--- src/rtl/sc_wt_pkg.sv ---
package sc_wt_pkg;
  localparam int unsigned ETUS_PER_TICK = 12;

  typedef enum logic [1:0] {
    WT_IDLE = 2'd0,
    WT_RUN  = 2'd1,
    WT_DONE = 2'd2
  } wt_state_e;
endpackage

--- src/rtl/sc_wt_io_sync.sv ---
module sc_wt_io_sync #(
  parameter int unsigned STAGES = 2
) (
  input  logic clk_i,
  input  logic rst_ni,
  input  logic io_i,
  output logic fall_o
);
  logic [STAGES-1:0] sync_q;
  logic              prev_q;

  generate
    for (genvar i = 0; i < STAGES; i++) begin : g_stage
      if (i == 0) begin : g_first
        always_ff @(posedge clk_i or negedge rst_ni) begin
          if (!rst_ni) sync_q[i] <= 1'b1;
          else         sync_q[i] <= io_i;
        end
      end else begin : g_next
        always_ff @(posedge clk_i or negedge rst_ni) begin
          if (!rst_ni) sync_q[i] <= 1'b1;
          else         sync_q[i] <= sync_q[i-1];
        end
      end
    end
  endgenerate

  always_ff @(posedge clk_i or negedge rst_ni) begin
    if (!rst_ni) prev_q <= 1'b1;
    else         prev_q <= sync_q[STAGES-1];
  end

  assign fall_o = prev_q & ~sync_q[STAGES-1];
endmodule

--- src/rtl/sc_wt_cfg.sv ---
module sc_wt_cfg
  import sc_wt_pkg::*;
#(
  parameter int unsigned WAIT_W   = 16,
  parameter int unsigned ETU_W    = 16,
  parameter int unsigned PERIOD_W = ETU_W + 8
) (
  input  logic                clk_i,
  input  logic                rst_ni,
  input  logic [WAIT_W-1:0]   wait_etu_i,
  input  logic [ETU_W-1:0]    etu_clks_i,
  output logic [PERIOD_W-1:0] period_o,
  output logic [WAIT_W-1:0]   limit_o,
  output logic [WAIT_W-1:0]   half_o
);
  localparam logic [PERIOD_W-1:0] MUL_K = PERIOD_W'(ETUS_PER_TICK);
  localparam logic [WAIT_W-1:0]   DIV_K = WAIT_W'(ETUS_PER_TICK);

  logic [WAIT_W-1:0] limit_d;
  assign limit_d = wait_etu_i / DIV_K;

  always_ff @(posedge clk_i or negedge rst_ni) begin
    if (!rst_ni) begin
      period_o <= '0;
      limit_o  <= '0;
      half_o   <= '0;
    end else begin
      period_o <= PERIOD_W'(etu_clks_i) * MUL_K;
      limit_o  <= limit_d;
      half_o   <= limit_d >> 1;
    end
  end
endmodule

--- src/rtl/sc_wt_period.sv ---
module sc_wt_period #(
  parameter int unsigned PERIOD_W = 24
) (
  input  logic                clk_i,
  input  logic                rst_ni,
  input  logic                run_i,
  input  logic                clear_i,
  input  logic                cclk_en_i,
  input  logic [PERIOD_W-1:0] period_i,
  output logic                tick_o
);
  logic [PERIOD_W-1:0] cyc_q;
  logic                at_end;

  // period of zero degenerates to one tick per card clock
  assign at_end = ({1'b0, cyc_q} + 1'b1) >= {1'b0, period_i};
  assign tick_o = run_i & cclk_en_i & at_end & ~clear_i;

  always_ff @(posedge clk_i or negedge rst_ni) begin
    if (!rst_ni) begin
      cyc_q <= '0;
    end else if (clear_i || !run_i) begin
      cyc_q <= '0;
    end else if (cclk_en_i) begin
      cyc_q <= at_end ? '0 : cyc_q + 1'b1;
    end
  end
endmodule

--- src/rtl/sc_wt_watchdog.sv ---
module sc_wt_watchdog
  import sc_wt_pkg::*;
#(
  parameter int unsigned WAIT_W  = 16,
  parameter int unsigned ETU_W   = 16,
  parameter int unsigned SYNC_FF = 2
) (
  input  logic              clk_i,
  input  logic              rst_ni,
  input  logic              cclk_en_i,
  input  logic              io_i,
  input  logic              enable_i,
  input  logic              disable_i,
  input  logic [WAIT_W-1:0] wait_etu_i,
  input  logic [ETU_W-1:0]  etu_clks_i,
  output logic              half_o,
  output logic              expired_o
);
  localparam int unsigned PERIOD_W = ETU_W + 8;

  wt_state_e           state_q;
  logic [WAIT_W-1:0]   ticks_q;
  logic [WAIT_W:0]     ticks_nx;
  logic [PERIOD_W-1:0] period;
  logic [WAIT_W-1:0]   limit;
  logic [WAIT_W-1:0]   half_pt;
  logic                io_fall;
  logic                restart;
  logic                clear;
  logic                tick;

  sc_wt_io_sync #(.STAGES(SYNC_FF)) u_sync (
    .clk_i  (clk_i),
    .rst_ni (rst_ni),
    .io_i   (io_i),
    .fall_o (io_fall)
  );

  sc_wt_cfg #(.WAIT_W(WAIT_W), .ETU_W(ETU_W), .PERIOD_W(PERIOD_W)) u_cfg (
    .clk_i      (clk_i),
    .rst_ni     (rst_ni),
    .wait_etu_i (wait_etu_i),
    .etu_clks_i (etu_clks_i),
    .period_o   (period),
    .limit_o    (limit),
    .half_o     (half_pt)
  );

  assign restart = io_fall && (state_q != WT_IDLE);
  assign clear   = disable_i | enable_i | restart;

  sc_wt_period #(.PERIOD_W(PERIOD_W)) u_period (
    .clk_i     (clk_i),
    .rst_ni    (rst_ni),
    .run_i     (state_q == WT_RUN),
    .clear_i   (clear),
    .cclk_en_i (cclk_en_i),
    .period_i  (period),
    .tick_o    (tick)
  );

  assign ticks_nx = {1'b0, ticks_q} + 1'b1;

  always_ff @(posedge clk_i or negedge rst_ni) begin
    if (!rst_ni) begin
      state_q   <= WT_IDLE;
      ticks_q   <= '0;
      half_o    <= 1'b0;
      expired_o <= 1'b0;
    end else begin
      half_o    <= 1'b0;
      expired_o <= 1'b0;
      if (disable_i) begin
        state_q <= WT_IDLE;
        ticks_q <= '0;
      end else if (enable_i || restart) begin
        state_q <= WT_RUN;
        ticks_q <= '0;
      end else if (tick) begin
        ticks_q <= ticks_nx[WAIT_W-1:0];
        if (ticks_nx >= {1'b0, limit}) begin
          state_q   <= WT_DONE;
          expired_o <= 1'b1;
        end else if (ticks_nx == {1'b0, half_pt} && half_pt != '0) begin
          half_o <= 1'b1;
        end
      end
    end
  end
endmodule

--- config.mk ---
export PLATFORM = sky130hd
export DESIGN_NAME = sc_wt_watchdog
export DESIGN_NICKNAME = d
export VERILOG_FILES = /design/src/rtl/sc_wt_pkg.sv /design/src/rtl/sc_wt_io_sync.sv /design/src/rtl/sc_wt_cfg.sv /design/src/rtl/sc_wt_period.sv /design/src/rtl/sc_wt_watchdog.sv
export SDC_FILE = /design/constraint.sdc
export NUM_CORES = 1
export LEC_CHECK = 0
export BUFFER_PORTS_ARGS = -buffer_cell sky130_fd_sc_hd__buf_2
export CAP_MARGIN = 5
export CORE_ASPECT_RATIO = 1.25
export CORE_MARGIN = 2
export CORE_UTILIZATION = 62
export CTS_BUF_LIST = sky130_fd_sc_hd__clkbuf_16
export DETAILED_ROUTE_END_ITERATION = 10
export PLACE_DENSITY = 0.92
export SLEW_MARGIN = 20
export SYNTH_ARGS = -nofsm -noshare
export SYNTH_HDL_FRONTEND = slang
export SYNTH_SLANG_ARGS = --single-unit
--- constraint.sdc ---
create_clock -name clk_i -period 4.6 [get_ports clk_i]
set_input_delay 0.23 -clock clk_i [delete_from_list [all_inputs] [get_ports clk_i]]
set_output_delay 0.23 -clock clk_i [all_outputs]
set_load 0.1 [all_outputs]
After elaboration in Yosys (flattened, before gate mapping)
Index checks and enable logic that the tools add are counted.

word-level totals
  input bits = 38
  logic and storage cells = 58
  bits in registers = 96
  output and inout bits = 2

operators by class
  bitwise operators = 8
  equality and inequality tests = 2
  divide/modulo/power cells = 1
  multiplexer cells = 19
  order comparisons = 2
  $mul = 1
  reduce and logical (&&, ||, !) cells = 11
  add/subtract/negate cells = 3

operators by type and width
  kind                                                                   count
  24-bit 2-to-1 mux                                                      3
  16-bit 2-to-1 mux                                                      3
  24-bit by 1-bit adder with 25-bit output (second input constant)       1
  25-bit by 20-bit >= comparator with 1-bit output                       1
  24-bit by 1-bit adder with 24-bit output (second input constant)       1
  16-bit by 2-bit multiplier with 18-bit output (second input constant)  1
  16-bit by 1-bit adder with 17-bit output (second input constant)       1
  17-bit by 15-bit == test with 1-bit output                             1
  17-bit by 16-bit >= comparator with 1-bit output                       1
  16-bit by 4-bit divider with 16-bit output (second input constant)     1
  16-bit nonzero test                                                    1
  1-bit 2-to-1 mux                                                       9
  2-bit 2-to-1 mux                                                       4
  3-bit nonzero test                                                     2
  1-bit AND                                                              4
  2-bit nonzero test                                                     2
  2-bit by 1-bit == test with 1-bit output (second input constant)       1
  1-bit logical AND                                                      2
  1-bit logical OR                                                       2
  1-bit inverter                                                         2
  1-bit bitwise OR                                                       2
  2-bit AND reduction                                                    1
  1-bit zero test                                                        1

Depth between registers and ports, before layout
  depth after elaboration = 9
  gate-level depth with buffers = 18
  depth with buffers taken out = 18

Hierarchy
From an unflattened synthesis, not the netlist that was laid out.

second synthesis, totals
  cell total of the unflattened synthesis = 790
  area, all modules = 6,825.3 µm²

by module, submodules not included
  module          instances  sequential area each (µm²)  area each (µm²)  cells each
  sc_wt_cfg       1          775.7                       2,740.1          328
  sc_wt_watchdog  1          500.5                       2,001.9          240
  sc_wt_period    1          600.6                       1,990.7          218
  sc_wt_io_sync   1          78.8                        92.6             4

Least setup slack after synthesis
No wires, ideal clock.

  path type = register to register
  start point = reg u_period.cyc_q[0]
  end point = reg ticks_q[4]
  setup time = 96 ps
  slack = 1,138 ps
  period minus slack after synthesis = 3,462 ps
  stages on the path, launching flop included = 17
  arrival = 3,366 ps
  path buffers = 1
  required time = 4,504 ps
  cells stage by stage = dfrtp_1 > ha_1 > and3_1 > and3_1 > xor2_1 > ha_1 > a21o_1 > a21o_1 > a21o_1 > a21o_1 > a21o_1 > a21oi_1 > o21ai_0 > o221ai_1 > a21boi_1 > clkbuf_1 > o31ai_1

on the way
  cells in the longest elaborated chain, start to end = 5

RTL lines
  element                                           line                  source
  start, declared                                   sc_wt_period.sv:12    logic [PERIOD_W-1:0] cyc_q;
  start signal, assigned                            sc_wt_period.sv:25    cyc_q <= at_end ? '0 : cyc_q + 1'b1;
  24-bit by 1-bit adder with 25-bit output          sc_wt_period.sv:16    assign at_end = ({1'b0, cyc_q} + 1'b1) >= {1'b0, period_i};
  25-bit by 20-bit >= comparator with 1-bit output  sc_wt_period.sv:16
  1-bit AND (2 in series)                           sc_wt_period.sv:17    assign tick_o = run_i & cclk_en_i & at_end & ~clear_i;
  3-bit nonzero test (no line)                      --
  end signal, assigned                              sc_wt_watchdog.sv:80  ticks_q <= ticks_nx[WAIT_W-1:0];
  end, declared                                     sc_wt_watchdog.sv:22  logic [WAIT_W-1:0] ticks_q;

No other way between the ends.
A chain may end at the register's enable or synchronous reset.

Worst setup path in the final report
  start point = reg u_period.cyc_q[0]
  end point = reg u_period.cyc_q[3]

on the way
  cells in the longest elaborated chain, start to end = 5
  elaborated cells between the ends (all ways) = 6
  those cells by class = add/sub: 2; order compare: 1; mux: 3

RTL lines
  element                                           line                source
  24-bit by 1-bit adder with 25-bit output          sc_wt_period.sv:16
  25-bit by 20-bit >= comparator with 1-bit output  sc_wt_period.sv:16
  24-bit 2-to-1 mux (*)                             sc_wt_period.sv:25
  24-bit 2-to-1 mux (*)                             sc_wt_period.sv:24  end else if (cclk_en_i) begin
  24-bit 2-to-1 mux (*)                             sc_wt_period.sv:22  end else if (clear_i || !run_i) begin

Mark *: on every way between the ends. The rest lies on a longest branch, timed or not. The select of a mux whose other input is x is not followed.

==> results.md <==
- Outcome: finished clean
- Post-DRT Antenna Nets: 0
- Hold endpoint: u_cfg.period_o[2]
- Worst Hold Class: primary input to flip-flop
- Most frequent cells in the layout: nand2_1 (85), dfrtp_1 (75), inv_1 (60)
- DIE AREA: 0.0109 mm²
- Hold wc startpoint: etu_clks_i[0]
- Clock Skews: approximately 0.0081 ns
- Sequential share of the synthesized area: roughly a third
- GRT Util Overall: 26.9%
- DR iter-0 viols: approximately 320
- Asr flop ratio synth: 100%
- Htree depth: 3
- Vias per Instance: between 6 and 7
- Worst setup EP type: flip-flop
- Maxcap violations: 0
- Post-Syn Nets: approximately 800
- First-pass GRT wire length: ~24000 µm
- Placed cell area: 0.00648 mm²
- # IOs: 40
- FF-to-FF path depth: 16
- Worst R2R Setup Slack: around 0.28 ns
- Clock Latency Late Sink: between 0.3 and 0.4 ns
- Compound-Gate Fraction of Synth Area: between 10% and 20%
- Maximum VDD drop: ~0.17 mV
- Cts repair resizes: 0
- P_sw: 0.566 mW
- Final instance area: ~0.0068 mm²
- Sw frac: between 20% and 30%
- Per-cell routed wire length: around 16 µm
- Core Rows: 40
- Reg power frac: 40.2%
- Number of library cell types mapped by synthesis: 81
- Die Span X: 93.6 µm
- Commonest non-fill, non-tap cell in the layout: nand2_1
- Remaining Overflow, GRT: 0
- Reg2Reg Launch Point: u_period.cyc_q[0]
- Max_slew headroom: a little under half
- Starting Density: 64.1%
- Int Pwr: approximately 1.3 mW
- Hold Fails Final Rpt: 0
- Crit path max fanout: 21
- Via count: between 5000 and 6000
- Yosys warning count: 0
- EDFF count, synth: 0
- Clock power frac: a little under two fifths
- Cell Count, Final, Fillers Out: between 800 and 900
- Static Leakage: roughly 3.3 nW
- DRC viols: 0
- Crit path launch: u_period.cyc_q[0]
- Sum Neg Setup Slack: 0 ns
- Hold path depth: 1
- Worst setup path class: flip-flop to flip-flop
- Mapped Cells: between 700 and 800
- Via count of the first global-routing pass: between 5000 and 6000
- Ant diodes: 0
- Xor and xnor area share after synthesis: 9.15%
- Period utilisation layout: around 94%
- RSZ-0062 raised after global routing: false
- Post-Syn Area per Cell: about 8.7 µm²
- Largest net degree at the start of global routing: between 40 and 50
- Pins over their slew limit: 0
- Core area: 0.00971 mm²
- Adder-cell share of the synthesized area: between 10 and 15%
- Layout cells sized above 1: 11.2%
- Critical path startpoint category: flip-flop
- Post-Synth Simple-Gate Area: 22.4%
- Max clock buf depth: 2
- Layout Nets: 837
- Worst-path clk slew: about 0.06 ns
- Power share of the combinational group: 22.9%
- Pwr Density: approximately 280 mW/mm²
- CTS Sinks: 78
- Proportion of synthesized area in mux cells: about 2.3%
- Synthesized flop and latch total: slightly below 80
- Achievable Freq: ~230 MHz
- WL final: roughly 14000 µm
- Die Y: between 100 and 150 µm
- Final setup viols: 0
- Final min period: approximately 4.3 ns
- Clk root buf: clkbuf_16
- Area grow syn2layout: 9.07%
- CP arrival: about 4.6 ns
- Gpl congestion: between 0.9 and 1
- Drt first pass iters: 5
- Main combinational cell family by area after synthesis: simple AND/OR/NAND/NOR gates
- DP HPWL: around 10000 µm
- Dominant synthesized flop cell: dfrtp_1
- Req. time, crit path: slightly below 5 ns
- Reg2reg end: u_period.cyc_q[3]
- Syn Std Cell Area: 0.00622 mm²
- CTS tree: yes
- Placed Cells: ~860
- Slew @ Worst Pin: around 0.79 ns
- Num CTS Buffers: 9
- Post-CTS setup buffers: 0
- IO buf count: 37
- Initial antenna violation count: 0
[area by class of cell]
| cell class | instances | area [µm²] |
|---|---|---|
| clock inverters | 7 | 66.3 |
| flip-flops and latches | 78 | 1960 |
| fillers | 718 | 2920 |
| clock buffers | 9 | 225 |
| inverters | 62 | 233 |
| multi-input cells | 553 | 3910 |
| well taps | 126 | 158 |
| repair buffers | 44 | 243 |
[registers in the layout, summed over array words and instances (netlist names)]
name / flops
u_sync.prev_q: 1
ticks_q: 16
u_cfg.period_o: 18
u_cfg.limit_o: 13
state_q: 2
expired_o: 1
u_period.cyc_q: 24
half_o: 1
u_sync.sync_q: 2
[cell usage after synthesis (3+ instances only)]
cell / instances / area share, %
xnor2_1: 42 / 5.9
nor3_1: 13 / 1.0
dfrtp_1: 75 / 30
o31ai_1: 4 / 0.48
nor3b_1: 3 / 0.36
buf_2: 8 / 0.64
a21o_1: 13 / 1.6
and4_1: 4 / 0.56
a21boi_0: 3 / 0.36
o21ai_0: 32 / 2.6
or3_1: 4 / 0.40
a311oi_1: 4 / 0.56
xor2_1: 23 / 3.2
and2_1: 6 / 0.60
o211ai_1: 3 / 0.36
nor2_1: 39 / 2.4
dfstp_2: 3 / 1.3
nand3b_1: 3 / 0.36
clkbuf_1: 13 / 0.78
a31oi_1: 4 / 0.40
nor4_1: 7 / 0.70
a32oi_1: 4 / 0.56
nand3_1: 27 / 2.2
nand2b_1: 24 / 2.4
and3_1: 13 / 1.3
ha_1: 50 / 10
buf_6: 3 / 0.54
or2_2: 4 / 0.40
mux2i_1: 13 / 2.1
a21oi_1: 24 / 1.9
o21a_1: 17 / 2.1
nand2_1: 85 / 5.1
o21bai_1: 3 / 0.36
nor2b_1: 8 / 0.80
inv_1: 59 / 3.6
nand4_1: 15 / 1.5
a211oi_1: 10 / 1.2
[timing repair]
action,4_1_cts,5_1_grt
hold buffers,2,0
endpoints found under the setup margin,0,0
hold endpoints to repair,30,0
[worst max-delay path: stages (launching register included)]
cell	delay [ns]
dfrtp_1	0.40
ha_1	0.26
and3_1	0.25
and3_1	0.19
xor2_1	0.22
ha_1	0.30
a21o_1	0.21
a21o_1	0.18
a21o_1	0.17
a21o_1	0.17
a21o_1	0.18
a21oi_1	0.19
o21ai_0	0.10
o221ai_1	0.32
nand3_1	0.59
o21bai_1	0.36
a21o_1	0.14
[worst max-delay path by stage]
stage	to	slack (ns)	cells after the start
floorplan	ticks_q[4]	1.14	16
global placement	u_period.cyc_q[3]	0.63	16
detailed placement	u_period.cyc_q[3]	0.46	16
CTS	u_period.cyc_q[3]	0.39	16
global route	u_period.cyc_q[3]	0.02	15
finish	u_period.cyc_q[3]	0.28	16
[power groups by stage]
| stage | logic, mW | registers, mW | clock network [mW] |
|---|---|---|---|
| floorplan | 0.321 | 0.766 | 0 |
| global placement | 0.397 | 0.772 | 0 |
| detailed placement | 0.425 | 0.774 | 0 |
| CTS | 0.431 | 0.762 | 0.702 |
| global route | 0.487 | 0.767 | 0.731 |
| finish | 0.435 | 0.762 | 0.700 |
[metrics by stage]
stage | utilization, % | setup slack, ns | hold WS, ns | power (mW)
6_report | 69.9 | 0.280 | 0.00694 | 1.90
5_1_grt | 69.9 | 0.0186 | 0.0107 | 1.98
3_5_place_dp | 66.7 | 0.461 | 0.339 | 1.20
4_1_cts | 69.9 | 0.394 | 0.00436 | 1.89
2_1_floorplan | - | 1.14 | -0.0656 | 1.09
3_3_place_gp | 66.7 | 0.633 | 0.338 | 1.17
[kinds of logic (layout without fill, tap and decap cells)]
group | Yosys count | count (layout)
muxes | 14 | 14
buffers and inverters | 88 | 122
AOI/OAI and AO/OA | 155 | 155
adders and majority gates | 51 | 51
xor gates and xnor gates | 65 | 65
DFF | 78 | 78
and+or+nand+nor | 268 | 268
[routing by layer]
metal	global-route usage [%]	up-vias	part of all wire [%]
li1	-	2594	-
met1	32.9	2608	41
met2	46.6	180	51
met3	4.03	41	4.5
met4	12.9	0	2.9
met5	0	-	0
No activity file was read; power rests on OpenSTA's default activity.
